==> src/rtl/async_tx_pkg.sv <==
package async_tx_pkg;

  typedef enum logic [1:0] {
    LINE_MARK  = 2'd0,
    LINE_START = 2'd1,
    LINE_DATA  = 2'd2,
    LINE_PAR   = 2'd3
  } lineSel_e;

  typedef struct packed {
    logic     load;
    logic     shift;
    lineSel_e lineSel;
  } txStrobes_t;

endpackage

==> src/rtl/async_tx_parity.sv <==
module async_tx_parity #(
  parameter int MAX_BITS = 8,
  parameter int MIN_BITS = 5,
  parameter int LEN_W    = 2,
  localparam int CNT_W   = $clog2(MAX_BITS + 1)
) (
  input  logic [MAX_BITS-1:0] dataVal,
  input  logic [LEN_W-1:0]    lenCode,
  input  logic                evenSel,
  input  logic                stickPar,
  output logic                parOut
);

  logic [CNT_W-1:0]    bitCount;
  logic [MAX_BITS-1:0] masked;
  logic                xorAll;

  assign bitCount = CNT_W'(MIN_BITS) + CNT_W'(lenCode);

  for (genvar g = 0; g < MAX_BITS; g++) begin : gMask
    assign masked[g] = dataVal[g] & (CNT_W'(g) < bitCount);
  end

  assign xorAll = ^masked;

  always_comb begin
    if (stickPar) parOut = ~evenSel;
    else if (evenSel) parOut = xorAll;
    else parOut = ~xorAll;
  end

endmodule

==> src/rtl/async_tx_ctrl.sv <==
module async_tx_ctrl
  import async_tx_pkg::*;
#(
  parameter int MAX_BITS = 8,
  parameter int MIN_BITS = 5,
  parameter int LEN_W    = 2,
  localparam int CNT_W   = $clog2(MAX_BITS + 1)
) (
  input  logic             clk,
  input  logic             rstN,
  input  logic             startStrobe,
  input  logic             baudTick,
  input  logic [LEN_W-1:0] wordLen,
  input  logic             twoStop,
  input  logic             parityEn,
  output txStrobes_t       strobes,
  output logic             busy,
  output logic             done
);

  typedef enum logic [2:0] {
    S_IDLE, S_START, S_DATA, S_PAR, S_STOP
  } state_e;

  state_e           stateQ, stateD;
  logic [CNT_W-1:0] lenQ, bitCntQ, bitCntD;
  logic             stop2Q, parEnQ, stopCntQ, stopCntD, doneD;

  always_comb begin
    stateD        = stateQ;
    bitCntD       = bitCntQ;
    stopCntD      = stopCntQ;
    doneD         = 1'b0;
    strobes.load  = 1'b0;
    strobes.shift = 1'b0;
    unique case (stateQ)
      S_IDLE: if (startStrobe) begin
        strobes.load = 1'b1;
        stateD       = S_START;
      end
      S_START: if (baudTick) begin
        stateD  = S_DATA;
        bitCntD = '0;
      end
      S_DATA: if (baudTick) begin
        strobes.shift = 1'b1;
        if (bitCntQ == lenQ - 1'b1) begin
          stateD   = parEnQ ? S_PAR : S_STOP;
          stopCntD = 1'b0;
        end else begin
          bitCntD = bitCntQ + 1'b1;
        end
      end
      S_PAR: if (baudTick) begin
        stateD   = S_STOP;
        stopCntD = 1'b0;
      end
      S_STOP: if (baudTick) begin
        if (stopCntQ == stop2Q) begin
          stateD = S_IDLE;
          doneD  = 1'b1;
        end else begin
          stopCntD = 1'b1;
        end
      end
      default: stateD = S_IDLE;
    endcase
  end

  always_comb begin
    unique case (stateQ)
      S_START: strobes.lineSel = LINE_START;
      S_DATA:  strobes.lineSel = LINE_DATA;
      S_PAR:   strobes.lineSel = LINE_PAR;
      default: strobes.lineSel = LINE_MARK;
    endcase
  end

  always_ff @(posedge clk or negedge rstN) begin
    if (!rstN) begin
      stateQ   <= S_IDLE;
      bitCntQ  <= '0;
      stopCntQ <= 1'b0;
      lenQ     <= CNT_W'(MAX_BITS);
      stop2Q   <= 1'b0;
      parEnQ   <= 1'b0;
      done     <= 1'b0;
    end else begin
      stateQ   <= stateD;
      bitCntQ  <= bitCntD;
      stopCntQ <= stopCntD;
      done     <= doneD;
      if (strobes.load) begin
        lenQ   <= CNT_W'(MIN_BITS) + CNT_W'(wordLen);
        stop2Q <= twoStop;
        parEnQ <= parityEn;
      end
    end
  end

  assign busy = (stateQ != S_IDLE);

endmodule

==> src/rtl/async_tx_dp.sv <==
module async_tx_dp
  import async_tx_pkg::*;
#(
  parameter int MAX_BITS = 8,
  parameter int MIN_BITS = 5,
  parameter int LEN_W    = 2
) (
  input  logic                clk,
  input  logic                rstN,
  input  txStrobes_t          strobes,
  input  logic [MAX_BITS-1:0] dataIn,
  input  logic [LEN_W-1:0]    wordLen,
  input  logic                evenSel,
  input  logic                stickPar,
  input  logic                breakCtl,
  output logic                txd,
  output logic                parityBit
);

  logic [MAX_BITS-1:0] shiftQ;
  logic                parQ;
  logic                lineBit;

  async_tx_parity #(
    .MAX_BITS(MAX_BITS), .MIN_BITS(MIN_BITS), .LEN_W(LEN_W)
  ) u_parity (
    .dataVal (dataIn),
    .lenCode (wordLen),
    .evenSel (evenSel),
    .stickPar(stickPar),
    .parOut  (parityBit)
  );

  always_ff @(posedge clk or negedge rstN) begin
    if (!rstN) begin
      shiftQ <= '0;
      parQ   <= 1'b0;
    end else if (strobes.load) begin
      shiftQ <= dataIn;
      parQ   <= parityBit;
    end else if (strobes.shift) begin
      shiftQ <= shiftQ >> 1;
    end
  end

  always_comb begin
    unique case (strobes.lineSel)
      LINE_START: lineBit = 1'b0;
      LINE_DATA:  lineBit = shiftQ[0];
      LINE_PAR:   lineBit = parQ;
      default:    lineBit = 1'b1;
    endcase
  end

  assign txd = breakCtl ? 1'b0 : lineBit;

endmodule

==> src/rtl/async_tx.sv <==
module async_tx
  import async_tx_pkg::*;
#(
  parameter int MAX_BITS = 8,
  parameter int MIN_BITS = 5,
  parameter int LEN_W    = 2
) (
  input  logic                clk,
  input  logic                rstN,
  input  logic                startStrobe,
  input  logic [MAX_BITS-1:0] dataIn,
  input  logic                baudTick,
  input  logic [LEN_W-1:0]    wordLen,
  input  logic                twoStop,
  input  logic                parityEn,
  input  logic                evenSel,
  input  logic                stickPar,
  input  logic                breakCtl,
  output logic                txd,
  output logic                busy,
  output logic                done,
  output logic                parityBit
);

  txStrobes_t strobes;

  async_tx_ctrl #(
    .MAX_BITS(MAX_BITS), .MIN_BITS(MIN_BITS), .LEN_W(LEN_W)
  ) u_ctrl (
    .clk        (clk),
    .rstN       (rstN),
    .startStrobe(startStrobe),
    .baudTick   (baudTick),
    .wordLen    (wordLen),
    .twoStop    (twoStop),
    .parityEn   (parityEn),
    .strobes    (strobes),
    .busy       (busy),
    .done       (done)
  );

  async_tx_dp #(
    .MAX_BITS(MAX_BITS), .MIN_BITS(MIN_BITS), .LEN_W(LEN_W)
  ) u_dp (
    .clk      (clk),
    .rstN     (rstN),
    .strobes  (strobes),
    .dataIn   (dataIn),
    .wordLen  (wordLen),
    .evenSel  (evenSel),
    .stickPar (stickPar),
    .breakCtl (breakCtl),
    .txd      (txd),
    .parityBit(parityBit)
  );

endmodule

==> config.mk <==
export PLATFORM = sky130hd
export DESIGN_NAME = async_tx
export DESIGN_NICKNAME = d
export VERILOG_FILES = /design/src/rtl/async_tx_pkg.sv /design/src/rtl/async_tx_parity.sv /design/src/rtl/async_tx_ctrl.sv /design/src/rtl/async_tx_dp.sv /design/src/rtl/async_tx.sv
export SDC_FILE = /design/constraint.sdc
export NUM_CORES = 1
export LEC_CHECK = 0
export ABC_AREA = 1
export BUFFER_PORTS_ARGS = -buffer_cell sky130_fd_sc_hd__buf_2
export CAP_MARGIN = 25
export CORE_UTILIZATION = 53
export CTS_BUF_LIST = sky130_fd_sc_hd__clkbuf_8
export DETAILED_ROUTE_END_ITERATION = 6
export PLACE_DENSITY = 0.78
export REMOVE_ABC_BUFFERS = 1
export SLEW_MARGIN = 10
export SYNTH_ARGS = -nofsm -noshare
export SYNTH_HDL_FRONTEND = slang
export SYNTH_HIERARCHICAL = 1
export SYNTH_SLANG_ARGS = --single-unit
==> constraint.sdc <==
create_clock -name clk -period 1.53 [get_ports clk]
set_input_delay 0.153 -clock clk [delete_from_list [all_inputs] [get_ports clk]]
set_output_delay 0.153 -clock clk [all_outputs]
set_load 0.01 [all_outputs]
Word level (Yosys, flattened, before mapping):

Index checks and enable logic that the tools add are counted.

* flip-flop bits (word level): 24
* input port bits: 19
* output and inout bits: 4
* logic and storage cells: 90

* add/subtract/negate cells: 3
* order comparisons: 8
* equal/unequal tests: 18
* multiplexer cells: 33
* bitwise operators: 10
* reduce and logical (&&, ||, !) cells: 9

Operator list (count)
* $mux W3: 8
* $lt A3 B4 Y1 const A: 4
* $mux W8: 2
* $mux W1: 15
* $pmux W3 S5: 1
* $ne A2 B2 Y1 const B: 7
* $mux W4: 3
* $and A1 B1 Y1: 8
* $lt A1 B4 Y1 const A: 2
* $lt A2 B4 Y1 const A: 2
* $pmux W4 S2: 1
* $reduce_xor A8 Y1: 1
* $reduce_and A7 Y1: 1
* $eq A3 B2 Y1 const B: 2
* $pmux W1 S3: 2
* $pmux W2 S3: 1
* $reduce_and A6 Y1: 1
* $reduce_bool A3 Y1: 2
* $add A3 B2 Y4 const A: 1
* $add A4 B1 Y4 const B: 1
* $eq A2 B2 Y1 const B: 2
* $eq A4 B4 Y1: 1
* $ne A2 B1 Y1 const B: 2
* $reduce_and A4 Y1: 1
* 8 further kinds: 10

Logic depth before layout (Yosys ltp):

Gate-level depths: netlist of the first run.

* word-level depth: 7
* depth in mapped cells: 13
* depth with buffers taken out: 13

Modules after synthesis:

The synthesis of the first run kept the hierarchy.

By module, submodules not included
* async_tx_ctrl: times used 1, cells each 133, area an instance 964.7 sq um, sequential area each 376.6 sq um
* async_tx_dp: times used 1, cells each 59, area an instance 441.7 sq um, sequential area each 225.2 sq um
* async_tx_parity: times used 1, cells each 38, area an instance 176.4 sq um, sequential area each 0.0 sq um

Worst setup path before layout of the first run:

OpenSTA, ideal clock, no wires.

* kind: reg-to-reg
* from: reg u_ctrl.lenQ[0]
* to: reg u_ctrl.stateQ[0]
* library setup time: 117 ps
* data arrival time: 1450 ps
* required time: 1413 ps
* slack: -37 ps
* stages on the path, launching flop included: 13
* path buffers: 0
* period minus slack after synthesis: 1567 ps
* path through: dfrtp_1 > inv_2 > ha_1 > nand2_1 > inv_1 > nor2_1 > nand2_1 > nor2_2 > nand2_2 > a21oi_4 > nand2_2 > nand2_1 > nand2_1

* cells in the longest elaborated chain, start to end: 4

RTL lines
* start: declaration: line async_tx_ctrl.sv:26 `logic [CNT_W-1:0] lenQ, bitCntQ, bitCntD;`
* start signal: assignment: line async_tx_ctrl.sv:84 `lenQ <= CNT_W'(MAX_BITS);`
* start signal: assignment: line async_tx_ctrl.sv:94 `lenQ <= CNT_W'(MIN_BITS) + CNT_W'(wordLen);`
* $sub A4 B1 Y4: line async_tx_ctrl.sv:47 `if (bitCntQ == lenQ - 1'b1) begin`
* $eq A4 B4 Y1: line async_tx_ctrl.sv:47
* $ne A2 B1 Y1 (no source line)
* $reduce_and A7 Y1 (no source line)
* end signal: assignment: line async_tx_ctrl.sv:89 `stateQ <= stateD;`
* end: declaration: line async_tx_ctrl.sv:25 `state_e stateQ, stateD;`

No other way between the ends.
A chain may end at the register's enable or synchronous reset.

Worst setup path in the final report of the first run:

* from: reg u_ctrl.lenQ[0]
* to: reg u_ctrl.stateQ[1]

The elaborated chain is that of the path after synthesis.

==> report_table.html, run 1 <==
<table>
<tr><th>Metric</th><th>Value</th></tr>
<tr><th colspan="2">Critical path</th></tr>
<tr><td>Critical path origin</td><td>u_ctrl/lenQ[0]</td></tr>
<tr><td>Crit path kind</td><td>reg -&gt; reg</td></tr>
<tr><td>Data arrival time at the worst-slack endpoint</td><td>1710 ps</td></tr>
<tr><td>Element type at the critical path start</td><td>register</td></tr>
<tr><td>Worst reg2reg path startpoint</td><td>u_ctrl/lenQ[0]</td></tr>
<tr><td>Capturing element type of the critical path</td><td>register</td></tr>
<tr><td>Required time at the endpoint of the critical path</td><td>1690 ps</td></tr>
<tr><td>Highest fanout seen on the critical path</td><td>5</td></tr>
<tr><th colspan="2">Pwr</th></tr>
<tr><td>Power density cells</td><td>1694 nW/um^2</td></tr>
<tr><td>Leakage</td><td>1.059 nW</td></tr>
<tr><td>Post-route total power</td><td>3.187 mW</td></tr>
<tr><td>Maximum ir drop on the vdd rail</td><td>0.001499 V</td></tr>
<tr><th colspan="2">Routing</th></tr>
<tr><td>Vias</td><td>1490</td></tr>
<tr><td>Count of unresolved DRC violations after routing</td><td>0</td></tr>
<tr><td>Wirelength per Cell</td><td>10.07 microns</td></tr>
<tr><td>DRC marker count from the first detailed-route iteration</td><td>37</td></tr>
<tr><td>Total length of routed wires</td><td>2991 microns</td></tr>
<tr><td>First-pass iteration count of the detailed router</td><td>4</td></tr>
<tr><td>Post-route ant nets</td><td>0</td></tr>
<tr><td>Vias per cell</td><td>5.017</td></tr>
<tr><th colspan="2">Synthesis</th></tr>
<tr><td>Synth top area share</td><td>36.36%</td></tr>
<tr><td>Syn_area_per_cell</td><td>6.882 sq um</td></tr>
<tr><td>Number of register bits inferred by synthesis</td><td>24</td></tr>
<tr><td>Synthesis Warnings</td><td>6</td></tr>
<tr><td>Portion of the post-synthesis area used by sequential elements</td><td>38.02%</td></tr>
<tr><td>Distinct cells, synth</td><td>26</td></tr>
<tr><td>Synthesized area</td><td>1583 sq um</td></tr>
<tr><td>Main area contributors after synthesis</td><td>sky130_fd_sc_hd__dfrtp_1 36%, sky130_fd_sc_hd__nand2_1 20%, sky130_fd_sc_hd__nand3_1 6.6%, sky130_fd_sc_hd__inv_1 6.4%, sky130_fd_sc_hd__nor2_1 4.0%</td></tr>
<tr><td>Post-synthesis instance total</td><td>230</td></tr>
<tr><td>Cell type contributing the most total cell area after synthesis</td><td>sky130_fd_sc_hd__dfrtp_1</td></tr>
<tr><th colspan="2">Clock network</th></tr>
<tr><td>TritonCTS sink count</td><td>24</td></tr>
<tr><td>Number of buffers between clock root and the deepest sink</td><td>2</td></tr>
<tr><td>Cell at the root of the clock tree</td><td>sky130_fd_sc_hd__clkbuf_8</td></tr>
<tr><td>Insertion delay to the later sink of the worst-skew pair</td><td>260 ps</td></tr>
<tr><td>TritonCTS buffer count</td><td>3</td></tr>
<tr><td>Post-CTS clock slew at the launch and capture registers of the worst setup and hold paths</td><td>80 ps</td></tr>
<tr><td>H-tree lvl count</td><td>1</td></tr>
<tr><td>TritonCTS clock tree</td><td>done</td></tr>
<tr><th colspan="2">Global route</th></tr>
<tr><td>Global-route wire length before repair</td><td>5430 microns</td></tr>
<tr><td>GR met3 Demand/Resource</td><td>2.765%</td></tr>
<tr><td>Via count of the first global-routing pass</td><td>1322</td></tr>
<tr><td>Busiest metal layer after global routing</td><td>met2</td></tr>
<tr><td>Met2 GRT Util</td><td>35.29%</td></tr>
<tr><td>GRT met1 Usage</td><td>28.74%</td></tr>
<tr><td>Pin count of the biggest net entering global routing</td><td>25</td></tr>
<tr><td>Gr ovfl total</td><td>0</td></tr>
<tr><td>Initial antenna violation count</td><td>0</td></tr>
<tr><td>Aggregate global-route resource usage</td><td>21.15%</td></tr>
<tr><th colspan="2">STA</th></tr>
<tr><td>Clock skew after layout</td><td>4.787 ps</td></tr>
<tr><td>Setup violators final</td><td>3</td></tr>
<tr><td>Timing-limited maximum frequency</td><td>0.6452 GHz</td></tr>
<tr><td>Clock period minus worst slack</td><td>1550 ps</td></tr>
<tr><td>Slew at the pin closest to its max-slew limit</td><td>515.7 ps</td></tr>
<tr><td>Unrepaired setup endpoints after global routing</td><td>true</td></tr>
<tr><td>Period utilisation layout</td><td>101.3%</td></tr>
<tr><td>Count of pins over their slew limit</td><td>0</td></tr>
<tr><td>Slack of the critical path</td><td>-19.86 ps</td></tr>
<tr><td>Max_slew headroom</td><td>65.62%</td></tr>
<tr><td>Hold Violations, Final</td><td>0</td></tr>
<tr><th colspan="2">Floorplanning</th></tr>
<tr><td>Die Y-Extent</td><td>56.65 microns</td></tr>
<tr><td>Cell row count</td><td>19</td></tr>
<tr><td>Die Width</td><td>56.65 microns</td></tr>
<tr><td>Initial core utilization</td><td>56.91%</td></tr>
<tr><td>Floorplan core area</td><td>2781 sq um</td></tr>
<tr><td>Boundary Pins</td><td>23</td></tr>
<tr><td>Total die area</td><td>3209 sq um</td></tr>
<tr><th colspan="2">Min path</th></tr>
<tr><td>Worst hold start</td><td>twoStop</td></tr>
<tr><td>Worst min-delay path class</td><td>in -&gt; reg</td></tr>
<tr><th colspan="2">Placed design</th></tr>
<tr><td>Routability-driven placement congestion ratio</td><td>0.8004</td></tr>
<tr><td>Port bufs</td><td>22</td></tr>
<tr><td>HPWL after detailed placement</td><td>2333 microns</td></tr>
<tr><th colspan="2">Layout</th></tr>
<tr><td>Ant. Diodes</td><td>0</td></tr>
<tr><td>Net total in the final layout</td><td>289</td></tr>
<tr><td>Proportion of layout cells with a drive suffix above 1</td><td>24.44%</td></tr>
<tr><td>Synth-to-Final Area Change</td><td>18.89%</td></tr>
<tr><td>Fraction of the core area covered by cells at the end of the flow</td><td>67.66%</td></tr>
<tr><th colspan="2">Status</th></tr>
<tr><td>Status</td><td>complete, but fails checks</td></tr>
<tr><td>Violations in the final reports</td><td>setup timing</td></tr>
<tr><th colspan="2">Job</th></tr>
<tr><td>Maxcap violations</td><td>0</td></tr>
</table>
==> worst max-delay path, cell delays in order (launching register included) <==
cell                      delay (ps)
sky130_fd_sc_hd__dfrtp_1         390
sky130_fd_sc_hd__inv_2            80
sky130_fd_sc_hd__ha_4            200
sky130_fd_sc_hd__nand2_1          50
sky130_fd_sc_hd__inv_1            30
sky130_fd_sc_hd__nor2_1           80
sky130_fd_sc_hd__nand2_1          60
sky130_fd_sc_hd__nor2_2           90
sky130_fd_sc_hd__nand2_2          80
sky130_fd_sc_hd__a21oi_4         180
sky130_fd_sc_hd__nand2_2          80
sky130_fd_sc_hd__nand2_1          60
sky130_fd_sc_hd__nand2_1          50
==> state kept, by name, indices dropped and copies added, names as in the netlist <==
register,cells
u_dp/shiftQ,8
u_ctrl/bitCntQ,4
u_ctrl/lenQ,4
u_ctrl/stateQ,3
u_ctrl/done,1
u_ctrl/parEnQ,1
u_ctrl/stop2Q,1
u_ctrl/stopCntQ,1
u_dp/parQ,1
==> where the power goes <==
part	internal, mW	switching, mW	leakage, nW
Combinational	0.700	0.974	0.731
Sequential	0.905	0.187	0.300
Clock	0.229	0.192	0.0288
Total	1.83	1.35	1.06
==> path summary, 6_finish.rpt <==
kind / to / slack [ps] / depth (start not counted)
max in group asynchronous: u_ctrl/lenQ[3] / 780 / 2
worst min register to register: u_dp/shiftQ[4] / 490 / 2
worst max-delay path: u_ctrl/stateQ[1] / -20 / 12
worst max register to register: u_ctrl/stateQ[1] / -20 / 12
worst min-delay path: u_ctrl/stop2Q / 100 / 3
min in group asynchronous: u_ctrl/bitCntQ[0] / 390 / 2
==> per-layer routing <==
layer	vias to the layer above	share of wire (%)
li1	784	-
met2	31	47
met4	0	0.70
met3	2	3.1
met5	-	0
met1	673	49
==> kinds of logic (layout without fill, tap and decap cells) <==
family / Yosys count / count (layout) / share of synthesized area (%)
and+or+nand+nor: 145 / 145 / 41.34
buffers and inverters: 36 / 72 / 9.487
DFF: 24 / 24 / 38.02
AOI/OAI and AO/OA: 18 / 18 / 6.561
xor gates and xnor gates: 4 / 4 / 2.214
adders and majority gates: 3 / 3 / 2.372
==> cells in the final DEF (no fill, tap or decap), drive strengths merged <==
| cell type | n |
|---|---|
| a21oi | 3 |
| buf | 33 |
| clkbuf | 4 |
| dfrtp | 23 |
| dfstp | 1 |
| dlygate4sd3 | 1 |
| ha | 3 |
| inv | 34 |
| nand2 | 93 |
| nand3 | 23 |
| nand4 | 3 |
| nor2 | 22 |
| nor3 | 2 |
| o21a | 1 |
| o21ai | 14 |
| or2 | 2 |
| xnor2 | 2 |
| xor2 | 2 |
==> final cells by class <==
class | count | area, sq um
Inverter | 34 | 127.6
Timing Repair Buffer | 34 | 202.7
Clock buffer | 4 | 55.05
Multi-Input combinational cell | 170 | 855.8
Sequential cell | 24 | 601.8
Tap cell | 31 | 38.79
Fill cell | 252 | 899.6
==> stage by stage <==
stage | std cells | instance area [sq um] | setup TNS, ps | setup slack [ps] | hold WS, ps
2_1_floorplan | 228 | 1560 | -107.7 | -37.12 | -142.6
3_3_place_gp | 289 | 1769 | -88.26 | -32.86 | 158.7
3_5_place_dp | 289 | 1769 | -272.1 | -67.57 | 160.8
4_1_cts | 295 | 1854 | -104.8 | -38.80 | 96.37
5_1_grt | 297 | 1882 | -1362 | -200.7 | 111.2
6_report | 297 | 1882 | -45.37 | -19.86 | 95.95
==> timing repair <==
| action | 4_1_cts | 5_1_grt |
|---|---|---|
| setup buffers | 1 | 2 |
| gates resized for setup | 2 | 4 |
| endpoints found under the setup margin | 8 | 16 |
| hold endpoints to repair | 23 | 0 |
| hold buffers | 1 | 0 |
| pin swaps | 3 | 2 |
==> synth_stat cells (all sizes together) <==
master  number
nand2       93
inv         34
dfrtp       23
nand3       23
nor2        22
o21ai       14
a21oi        3
ha           3
nand4        3
buf          2
nor3         2
or2          2
xnor2        2
xor2         2
dfstp        1
o21a         1
Note: power is estimated with default switching activity, not from simulation.
==> run 2, diff against run 1 <==
--- a/config.mk
+++ b/config.mk
@@ -16,5 +16,4 @@
 export SLEW_MARGIN = 10
 export SYNTH_ARGS = -nofsm -noshare
 export SYNTH_HDL_FRONTEND = slang
-export SYNTH_HIERARCHICAL = 1
 export SYNTH_SLANG_ARGS = --single-unit
==> run 2 against run 1 <==
The run still ends with setup timing left. Global-route usage up 0.17 points. Cell count down 5.7%. Sequential power about the same. First-iteration DRC count down 2.7%. Combinational power up 18%. Clock power down 12%. Clock-buffer cell count down 1. Routed wire length up 6.7%. Die area down 1.7%. Synthesized cell count down 8.3%. Register-to-register slack about the same.
==> report_table.html, run 2 <==
<table>
<tr><th>Metric</th><th>Value</th></tr>
<tr><th colspan="2">Status</th></tr>
<tr><td>Status</td><td>complete, but fails checks</td></tr>
<tr><td>Violations in the final reports</td><td>setup timing</td></tr>
<tr><th colspan="2">Layout</th></tr>
<tr><td>Synth-to-Final Area Change</td><td>27.76%</td></tr>
<tr><td>Ant. Diodes</td><td>0 (unchanged)</td></tr>
<tr><td>Most frequent cells in the layout</td><td>54 x sky130_fd_sc_hd__nand2_1, 29 x sky130_fd_sc_hd__inv_1, 22 x sky130_fd_sc_hd__buf_2</td></tr>
<tr><td>Net total in the final layout</td><td>274 (-5.2%)</td></tr>
<tr><td>Total of fill cells in the finished design</td><td>209 (-17%)</td></tr>
<tr><td>Largest regs</td><td>u_dp.shiftQ x8, u_ctrl.bitCntQ x4, u_ctrl.lenQ x4</td></tr>
<tr><td>Multi-input logic area</td><td>898.4 sq um (+5.0%)</td></tr>
<tr><td>Combined flip-flop and latch cell area</td><td>604.3 sq um (+0.42%)</td></tr>
<tr><td>Number of flip-flops under the largest register name</td><td>8 (unchanged)</td></tr>
<tr><td>Fraction of the core area covered by cells at the end of the flow</td><td>72.05% (+4.4 points)</td></tr>
<tr><td>Most frequent standard cell in the layout excluding fill and tap cells</td><td>sky130_fd_sc_hd__nand2_1</td></tr>
<tr><td>Proportion of layout cells with a drive suffix above 1</td><td>33.33% (+8.9 points)</td></tr>
<tr><td>Largest reg by FF count</td><td>u_dp.shiftQ</td></tr>
<tr><th colspan="2">Clock network</th></tr>
<tr><td>Insertion delay to the later sink of the worst-skew pair</td><td>260 ps (about the same)</td></tr>
<tr><td>Post-CTS clock slew at the launch and capture registers of the worst setup and hold paths</td><td>80 ps (about the same)</td></tr>
<tr><td>Cell at the root of the clock tree</td><td>sky130_fd_sc_hd__clkbuf_8</td></tr>
<tr><td>TritonCTS clock tree</td><td>done</td></tr>
<tr><td>TritonCTS sink count</td><td>24 (unchanged)</td></tr>
<tr><td>H-tree lvl count</td><td>1 (unchanged)</td></tr>
<tr><td>Number of buffers between clock root and the deepest sink</td><td>2 (unchanged)</td></tr>
<tr><td>TritonCTS buffer count</td><td>3 (unchanged)</td></tr>
<tr><th colspan="2">Synthesis</th></tr>
<tr><td>Number of register bits inferred by synthesis</td><td>24 (unchanged)</td></tr>
<tr><td>Syn_area_per_cell</td><td>7.371 sq um (+7.1%)</td></tr>
<tr><td>Synth top area share</td><td>37.01% (+0.64 points)</td></tr>
<tr><td>Synthesis Warnings</td><td>0 (-6)</td></tr>
<tr><td>Cell type contributing the most total cell area after synthesis</td><td>sky130_fd_sc_hd__dfrtp_1</td></tr>
<tr><td>Async set-or-reset flop fraction in the synthesized netlist</td><td>100.0% (unchanged)</td></tr>
<tr><td>Number of flops mapped to enable cells by yosys</td><td>0 (unchanged)</td></tr>
<tr><td>Post-synthesis instance total</td><td>211 (-8.3%)</td></tr>
<tr><td>Synthesized area</td><td>1555 sq um (-1.7%)</td></tr>
<tr><td>Distinct cells, synth</td><td>28 (+7.7%)</td></tr>
<tr><td>Main area contributors after synthesis</td><td>sky130_fd_sc_hd__dfrtp_1 37%, sky130_fd_sc_hd__nand2_1 15%, sky130_fd_sc_hd__inv_1 8.0%, sky130_fd_sc_hd__nand3_1 5.1%, sky130_fd_sc_hd__ha_1 4.0%</td></tr>
<tr><td>Cell with the most instances after synthesis</td><td>sky130_fd_sc_hd__nand2_1</td></tr>
<tr><td>Top_reg_cell synth</td><td>sky130_fd_sc_hd__dfrtp_1</td></tr>
<tr><td>Portion of the post-synthesis area used by sequential elements</td><td>38.70% (+0.67 points)</td></tr>
<tr><td>Post-synth top cells</td><td>64 x sky130_fd_sc_hd__nand2_1, 33 x sky130_fd_sc_hd__inv_1, 23 x sky130_fd_sc_hd__dfrtp_1</td></tr>
<tr><th colspan="2">Critical path</th></tr>
<tr><td>Delay of the slowest cell on the worst path</td><td>360 ps (-30 ps)</td></tr>
<tr><td>Family with the most delay on the worst path</td><td>simple AND/OR/NAND/NOR gates</td></tr>
<tr><td>Required time at the endpoint of the critical path</td><td>1680 ps (about the same)</td></tr>
<tr><td>Buf+Inv Stages, Crit Path</td><td>1 (-1)</td></tr>
<tr><td>Slowest-stage cell, CP</td><td>sky130_fd_sc_hd__dfrtp_1</td></tr>
<tr><td>List of cells traversed by the critical path</td><td>inv_2, ha_4, xor2_1, nand2_1, nor2_1, nand2_1, nand2_2, nand2_4, nand3_1, nand2_1</td></tr>
<tr><td>Capturing element type of the critical path</td><td>register</td></tr>
<tr><td>Register-to-Register Setup Slack</td><td>-20 ps (about the same)</td></tr>
<tr><td>Data arrival time at the worst-slack endpoint</td><td>1700 ps (about the same)</td></tr>
<tr><td>Highest fanout seen on the critical path</td><td>5 (unchanged)</td></tr>
<tr><td>Element type at the critical path start</td><td>register</td></tr>
<tr><td>Crit path kind</td><td>reg -&gt; reg</td></tr>
<tr><td>Most used cell along the critical path</td><td>sky130_fd_sc_hd__nand2_1</td></tr>
<tr><th colspan="2">Global route</th></tr>
<tr><td>Global-route wire length before repair</td><td>5285 microns (-2.7%)</td></tr>
<tr><td>Aggregate global-route resource usage</td><td>21.32% (+0.17 points)</td></tr>
<tr><td>Pin count of the biggest net entering global routing</td><td>25 (unchanged)</td></tr>
<tr><td>Gr ovfl total</td><td>0 (unchanged)</td></tr>
<tr><td>Via count of the first global-routing pass</td><td>1246 (-5.7%)</td></tr>
<tr><td>Initial antenna violation count</td><td>0 (unchanged)</td></tr>
<tr><th colspan="2">Routing</th></tr>
<tr><td>Total length of routed wires</td><td>3191 microns (+6.7%)</td></tr>
<tr><td>Count of unresolved DRC violations after routing</td><td>0 (unchanged)</td></tr>
<tr><td>Post-route ant nets</td><td>0 (unchanged)</td></tr>
<tr><td>Wirelength per Cell</td><td>11.40 microns (+13%)</td></tr>
<tr><td>Vias</td><td>1408 (-5.5%)</td></tr>
<tr><td>First-pass iteration count of the detailed router</td><td>4 (unchanged)</td></tr>
<tr><td>Vias per cell</td><td>5.029 (+0.23%)</td></tr>
<tr><td>DRC marker count from the first detailed-route iteration</td><td>36 (-2.7%)</td></tr>
<tr><th colspan="2">STA</th></tr>
<tr><td>Worst-case hold slack</td><td>94.41 ps (-1.547 ps)</td></tr>
<tr><td>Count of pins over their slew limit</td><td>0 (unchanged)</td></tr>
<tr><td>Setup violators final</td><td>5 (+2)</td></tr>
<tr><td>Clock skew after layout</td><td>5.255 ps (+0.4685 ps)</td></tr>
<tr><td>Clock period minus worst slack</td><td>1549 ps (-0.5967 ps)</td></tr>
<tr><td>Setup total negative slack</td><td>-50.47 ps (-5.100 ps)</td></tr>
<tr><td>Slew at the pin closest to its max-slew limit</td><td>531.7 ps (+15.96 ps)</td></tr>
<tr><td>Timing-limited maximum frequency</td><td>0.6455 GHz (about the same)</td></tr>
<tr><td>Slack of the critical path</td><td>-19.27 ps (+0.5967 ps)</td></tr>
<tr><td>Max_slew headroom</td><td>64.55% (-1.1 points)</td></tr>
<tr><td>Hold Violations, Final</td><td>0 (unchanged)</td></tr>
<tr><td>Unrepaired setup endpoints after global routing</td><td>true</td></tr>
<tr><td>Period utilisation layout</td><td>101.3% (about the same)</td></tr>
<tr><th colspan="2">Floorplanning</th></tr>
<tr><td>Die Width</td><td>56.17 microns (-0.84%)</td></tr>
<tr><td>Boundary Pins</td><td>23 (unchanged)</td></tr>
<tr><td>Cell row count</td><td>19 (unchanged)</td></tr>
<tr><td>Die Y-Extent</td><td>56.17 microns (-0.84%)</td></tr>
<tr><td>Floorplan core area</td><td>2758 sq um (-0.85%)</td></tr>
<tr><td>Total die area</td><td>3155 sq um (-1.7%)</td></tr>
<tr><td>Initial core utilization</td><td>56.40% (-0.51 points)</td></tr>
<tr><th colspan="2">Placed design</th></tr>
<tr><td>HPWL after detailed placement</td><td>2220 microns (-4.8%)</td></tr>
<tr><td>Routability-driven placement congestion ratio</td><td>0.8147 (+1.8%)</td></tr>
<tr><td>Port bufs</td><td>22 (unchanged)</td></tr>
<tr><th colspan="2">Pwr</th></tr>
<tr><td>Maximum ir drop on the vdd rail</td><td>0.001348 V (-10%)</td></tr>
<tr><td>Leakage</td><td>1.050 nW (-0.87%)</td></tr>
<tr><td>Power density cells</td><td>1725 nW/um^2 (+1.8%)</td></tr>
<tr><th colspan="2">Min path</th></tr>
<tr><td>Worst min-delay path class</td><td>in -&gt; reg</td></tr>
<tr><th colspan="2">Job</th></tr>
<tr><td>Maxcap violations</td><td>0 (unchanged)</td></tr>
</table>
[run 2: repair_timing]
action / in CTS / in global routing
setup endpoints to repair: 7 / 16
endpoints found under the hold margin: 23 / 0
gates cloned: 0 / 1
hold buffers: 1 / 0
buffers inserted: 0 / 4
pin swaps: 2 / 7
gates resized for setup: 9 / 27
[run 2: area by class of cell]
| class | count | share of cell area [%] |
|---|---|---|
| clock inverters | 1 | 0.1889 |
| flip-flops and latches | 24 | 30.42 |
| multi-input cells | 146 | 45.21 |
| clock buffers | 3 | 2.078 |
| well taps | 31 | 1.952 |
| inverters | 38 | 7.305 |
| repair buffers | 37 | 12.85 |
[run 2: worst min-delay path, delay by kind of cell]
kind | cells | cell delay (ps)
buffers and inverters | 1 | 80
AOI/OAI and AO/OA | 1 | 60
and+or+nand+nor | 1 | 40
[run 2: logic make-up after synthesis]
family                   Yosys count  synth area share, %
AO/OA/AOI/OAI                     31                13.28
XOR/XNOR                           9                5.068
flip-flops                        24                38.70
AND/OR/NAND/NOR                  101                27.84
buffers and inverters             41                11.10
adder cells (fa/ha/maj)            5                4.023
[run 2: power by group]
group,switching [mW],internal (mW)
Sequential,0.178,0.907
Clock,0.193,0.179
Combinational,1.06,0.904
Total,1.44,1.99
[run 2: path summary, 6_finish.rpt]
| check | from | end | depth (start not counted) |
|---|---|---|---|
| max reg2reg | u_ctrl.lenQ[0] | u_ctrl.bitCntQ[0] | 10 |
| min in group asynchronous | rstN | u_ctrl.stateQ[1] | 2 |
| max | u_ctrl.lenQ[0] | u_ctrl.bitCntQ[0] | 10 |
| max in group asynchronous | rstN | u_ctrl.stateQ[0] | 2 |
| min | parityEn | u_ctrl.parEnQ | 3 |
| min reg2reg | u_dp.parQ | u_dp.parQ | 2 |
[run 2: per-layer routing]
metal / vias up / global-route usage [%] / routed length (microns)
met5: - / 0 / 0
met4: 0 / 7.666 / 30
met3: 4 / 2.093 / 69
met2: 22 / 35.88 / 1541
met1: 646 / 28.51 / 1549
li1: 736 / - / -
[run 2: metrics by stage]
step / instances / total power [mW] / instance area [sq um] / setup slack, ps
after floorplan: 208 / 2.158 / 1528 / 7.442
after global placement: 270 / 2.613 / 1757 / -8.773
after detailed placement: 270 / 2.663 / 1757 / -64.20
after CTS: 275 / 3.147 / 1849 / 17.44
after global routing: 280 / 3.709 / 1987 / -124.3
final: 280 / 3.427 / 1987 / -19.27
==> run 3, diff against run 2 <==
--- a/config.mk
+++ b/config.mk
@@ -8,10 +8,12 @@
 export ABC_AREA = 1
 export BUFFER_PORTS_ARGS = -buffer_cell sky130_fd_sc_hd__buf_2
 export CAP_MARGIN = 25
-export CORE_UTILIZATION = 53
+export CORE_ASPECT_RATIO = 2
+export CORE_UTILIZATION = 45
 export CTS_BUF_LIST = sky130_fd_sc_hd__clkbuf_8
 export DETAILED_ROUTE_END_ITERATION = 6
-export PLACE_DENSITY = 0.78
+export GPL_TIMING_DRIVEN = 0
+export PLACE_DENSITY = 0.68
 export REMOVE_ABC_BUFFERS = 1
 export SLEW_MARGIN = 10
 export SYNTH_ARGS = -nofsm -noshare
==> run 3 against run 2 <==
The flow finishes with violations (DRC, setup timing). Critical path depth unchanged. Global-route usage fell by 2.6 points. Highest routed layer unchanged. Clock skew decreased by 4.0 ps. Via count grew 1.2%. Largest cell class unchanged. Sequential share of layout area about the same. Largest power group unchanged. Critical path type unchanged.
==> report_table.html, run 3 (synthesis results as in run 2) <==
<table>
<tr><th>Metric</th><th>Value</th></tr>
<tr><th colspan="2">Status</th></tr>
<tr><td>Status</td><td>complete, but fails checks</td></tr>
<tr><td>Violations in the final reports</td><td>DRC, setup timing</td></tr>
<tr><th colspan="2">Floorplanning</th></tr>
<tr><td>Die Y-Extent</td><td>85.14 microns (+52%)</td></tr>
<tr><td>Total die area</td><td>3710 sq um (+18%)</td></tr>
<tr><td>Floorplan core area</td><td>3229 sq um (+17%)</td></tr>
<tr><td>Initial core utilization</td><td>48.16% (-8.2 points)</td></tr>
<tr><td>Cell row count</td><td>29 (+10)</td></tr>
<tr><td>Boundary Pins</td><td>23 (unchanged)</td></tr>
<tr><td>Die Width</td><td>43.57 microns (-22%)</td></tr>
<tr><th colspan="2">Routing</th></tr>
<tr><td>Total length of routed wires</td><td>3340 microns (+4.7%)</td></tr>
<tr><td>Count of unresolved DRC violations after routing</td><td>2 (+2)</td></tr>
<tr><td>DRC marker count from the first detailed-route iteration</td><td>31 (-14%)</td></tr>
<tr><td>Vias per cell</td><td>5.182 (+3.0%)</td></tr>
<tr><td>First-pass iteration count of the detailed router</td><td>7 (+3)</td></tr>
<tr><td>Vias</td><td>1425 (+1.2%)</td></tr>
<tr><td>Wirelength per Cell</td><td>12.15 microns (+6.6%)</td></tr>
<tr><td>Post-route ant nets</td><td>0 (unchanged)</td></tr>
<tr><th colspan="2">Placed design</th></tr>
<tr><td>Port bufs</td><td>22 (unchanged)</td></tr>
<tr><td>Cell count after placement</td><td>261 (-3.3%)</td></tr>
<tr><td>Routability-driven placement congestion ratio</td><td>0.8964 (+10%)</td></tr>
<tr><td>HPWL after detailed placement</td><td>2289 microns (+3.1%)</td></tr>
<tr><th colspan="2">Job</th></tr>
<tr><td>Maxcap violations</td><td>0 (unchanged)</td></tr>
<tr><th colspan="2">Global route</th></tr>
<tr><td>Aggregate global-route resource usage</td><td>18.69% (-2.6 points)</td></tr>
<tr><td>Via count of the first global-routing pass</td><td>1348 (+8.2%)</td></tr>
<tr><td>Gr ovfl total</td><td>0 (unchanged)</td></tr>
<tr><td>Global-route wire length before repair</td><td>5306 microns (+0.40%)</td></tr>
<tr><td>Initial antenna violation count</td><td>0 (unchanged)</td></tr>
<tr><td>Pin count of the biggest net entering global routing</td><td>25 (unchanged)</td></tr>
<tr><th colspan="2">Pwr</th></tr>
<tr><td>Leakage</td><td>1.018 nW (-3.0%)</td></tr>
<tr><td>Maximum ir drop on the vdd rail</td><td>0.001030 V (-24%)</td></tr>
<tr><td>Power density cells</td><td>1640 nW/um^2 (-4.9%)</td></tr>
<tr><td>Post-route total power</td><td>3.248 mW (-5.2%)</td></tr>
<tr><th colspan="2">Clock network</th></tr>
<tr><td>Cell at the root of the clock tree</td><td>sky130_fd_sc_hd__clkbuf_8</td></tr>
<tr><td>Insertion delay to the later sink of the worst-skew pair</td><td>270 ps (about the same)</td></tr>
<tr><td>Post-CTS clock slew at the launch and capture registers of the worst setup and hold paths</td><td>90 ps (about the same)</td></tr>
<tr><td>TritonCTS clock tree</td><td>done</td></tr>
<tr><td>TritonCTS buffer count</td><td>3 (unchanged)</td></tr>
<tr><td>H-tree lvl count</td><td>1 (unchanged)</td></tr>
<tr><td>Number of buffers between clock root and the deepest sink</td><td>2 (unchanged)</td></tr>
<tr><td>TritonCTS sink count</td><td>24 (unchanged)</td></tr>
<tr><th colspan="2">Layout</th></tr>
<tr><td>Largest regs</td><td>u_dp.shiftQ x8, u_ctrl.bitCntQ x4, u_ctrl.lenQ x4</td></tr>
<tr><td>Number of flip-flops under the largest register name</td><td>8 (unchanged)</td></tr>
<tr><td>Non-filler instance count after layout</td><td>275 (-1.8%)</td></tr>
<tr><td>Ant. Diodes</td><td>0 (unchanged)</td></tr>
<tr><td>Proportion of layout cells with a drive suffix above 1</td><td>36.07% (+2.7 points)</td></tr>
<tr><td>Most frequent cells in the layout</td><td>47 x sky130_fd_sc_hd__nand2_1, 28 x sky130_fd_sc_hd__inv_1, 22 x sky130_fd_sc_hd__dfrtp_1</td></tr>
<tr><td>Largest reg by FF count</td><td>u_dp.shiftQ</td></tr>
<tr><td>Net total in the final layout</td><td>269 (-1.8%)</td></tr>
<tr><td>Synth-to-Final Area Change</td><td>27.35%</td></tr>
<tr><td>Fraction of the core area covered by cells at the end of the flow</td><td>61.33% (-11 points)</td></tr>
<tr><td>Most frequent standard cell in the layout excluding fill and tap cells</td><td>sky130_fd_sc_hd__nand2_1</td></tr>
<tr><th colspan="2">STA</th></tr>
<tr><td>Unrepaired setup endpoints after global routing</td><td>true</td></tr>
<tr><td>Timing-limited maximum frequency</td><td>0.6511 GHz (+0.87%)</td></tr>
<tr><td>Clock period minus worst slack</td><td>1536 ps (-13.42 ps)</td></tr>
<tr><td>Max_slew headroom</td><td>63.21% (-1.3 points)</td></tr>
<tr><td>Period utilisation layout</td><td>100.4% (-0.88 points)</td></tr>
<tr><td>Clock skew after layout</td><td>1.238 ps (-4.017 ps)</td></tr>
<tr><td>Slack of the critical path</td><td>-5.850 ps (+13.42 ps)</td></tr>
<tr><td>Setup violators final</td><td>1 (-4)</td></tr>
<tr><td>Slew at the pin closest to its max-slew limit</td><td>551.8 ps (+20.08 ps)</td></tr>
<tr><td>Hold Violations, Final</td><td>0 (unchanged)</td></tr>
<tr><td>Count of pins over their slew limit</td><td>0 (unchanged)</td></tr>
<tr><th colspan="2">Critical path</th></tr>
<tr><td>Element type at the critical path start</td><td>register</td></tr>
<tr><td>Slowest-stage cell, CP</td><td>sky130_fd_sc_hd__dfrtp_1</td></tr>
<tr><td>Delay of the slowest cell on the worst path</td><td>370 ps (about the same)</td></tr>
<tr><td>Data arrival time at the worst-slack endpoint</td><td>1690 ps (about the same)</td></tr>
<tr><td>Capturing element type of the critical path</td><td>register</td></tr>
<tr><td>Highest fanout seen on the critical path</td><td>6 (+1)</td></tr>
<tr><td>List of cells traversed by the critical path</td><td>inv_2, ha_4, xor2_1, nand2_1, nor2_1, nand2_1, nand2_4, nand3_4, nand2_1, o21ai_1</td></tr>
<tr><td>Most used cell along the critical path</td><td>sky130_fd_sc_hd__nand2_1</td></tr>
<tr><td>Required time at the endpoint of the critical path</td><td>1690 ps (about the same)</td></tr>
<tr><td>Crit path kind</td><td>reg -&gt; reg</td></tr>
<tr><th colspan="2">Min path</th></tr>
<tr><td>Worst min-delay path class</td><td>in -&gt; reg</td></tr>
</table>
==> run 3: path summary, 6_finish.rpt <==
path	from	endpoint	slack (ps)	depth (start not counted)
setup / recovery	u_ctrl.lenQ[0]	u_ctrl.stateQ[2]	-6	10
hold / removal	parityEn	u_ctrl.parEnQ	100	3
setup reg to reg	u_ctrl.lenQ[0]	u_ctrl.stateQ[2]	-6	10
hold reg to reg	u_ctrl.lenQ[3]	u_ctrl.lenQ[3]	520	2
max in group asynchronous	rstN	u_ctrl.stateQ[0]	730	2
min in group asynchronous	rstN	u_ctrl.lenQ[0]	400	2
==> run 3: critical path, delay by kind of cell, from the launching register on <==
family / cells / cell delay (ps)
AOI/OAI and AO/OA: 1 / 60
xor gates and xnor gates: 1 / 140
and+or+nand+nor: 6 / 540
adders and majority gates: 1 / 250
DFF: 1 / 370
buffers and inverters: 1 / 60
==> run 3: report_power, final <==
group	switching, mW	internal [mW]	total [mW]
registers	0.190	0.906	1.10
logic	1.00	0.762	1.76
clock network	0.209	0.180	0.389
==> run 3: timing repair <==
action / CTS / global route
gates resized for setup: 11 / 41
setup endpoints to repair: 16 / 17
buffers inserted: 4 / 5
pin swaps: 6 / 17
endpoints found under the hold margin: 23 / 0
hold buffers: 1 / 0
==> run 3: cell type report <==
type	instances	area, sq um
Sequential cell	24	603.1
Clock buffer	3	41.29
Clock inverter	1	3.754
Fill cell	318	1249
Tap cell	31	38.79
Inverter	38	150.1
Multi-Input combinational cell	146	930.9
Timing Repair Buffer	32	212.7
==> run 3: through the flow <==
step | TNS, ps | setup WS [ps] | hold WS [ps] | cell area (sq um)
after detailed placement | -2845 | -224.6 | 166.9 | 1677
after CTS | -50.15 | -18.89 | 89.76 | 1818
final | -5.850 | -5.850 | 95.57 | 1981
after global routing | -1627 | -148.0 | 109.4 | 1981
after floorplan | 0 | 7.442 | -142.6 | 1528
after global placement | -2506 | -210.7 | 172.2 | 1677
==> run 3: per-layer routing <==
| metal | wire [microns] | track usage, % |
|---|---|---|
| met4 | 61 | 9.659 |
| met1 | 1349 | 19.32 |
| met3 | 59 | 2.553 |
| met2 | 1870 | 34.33 |
| met5 | 0 | 0 |
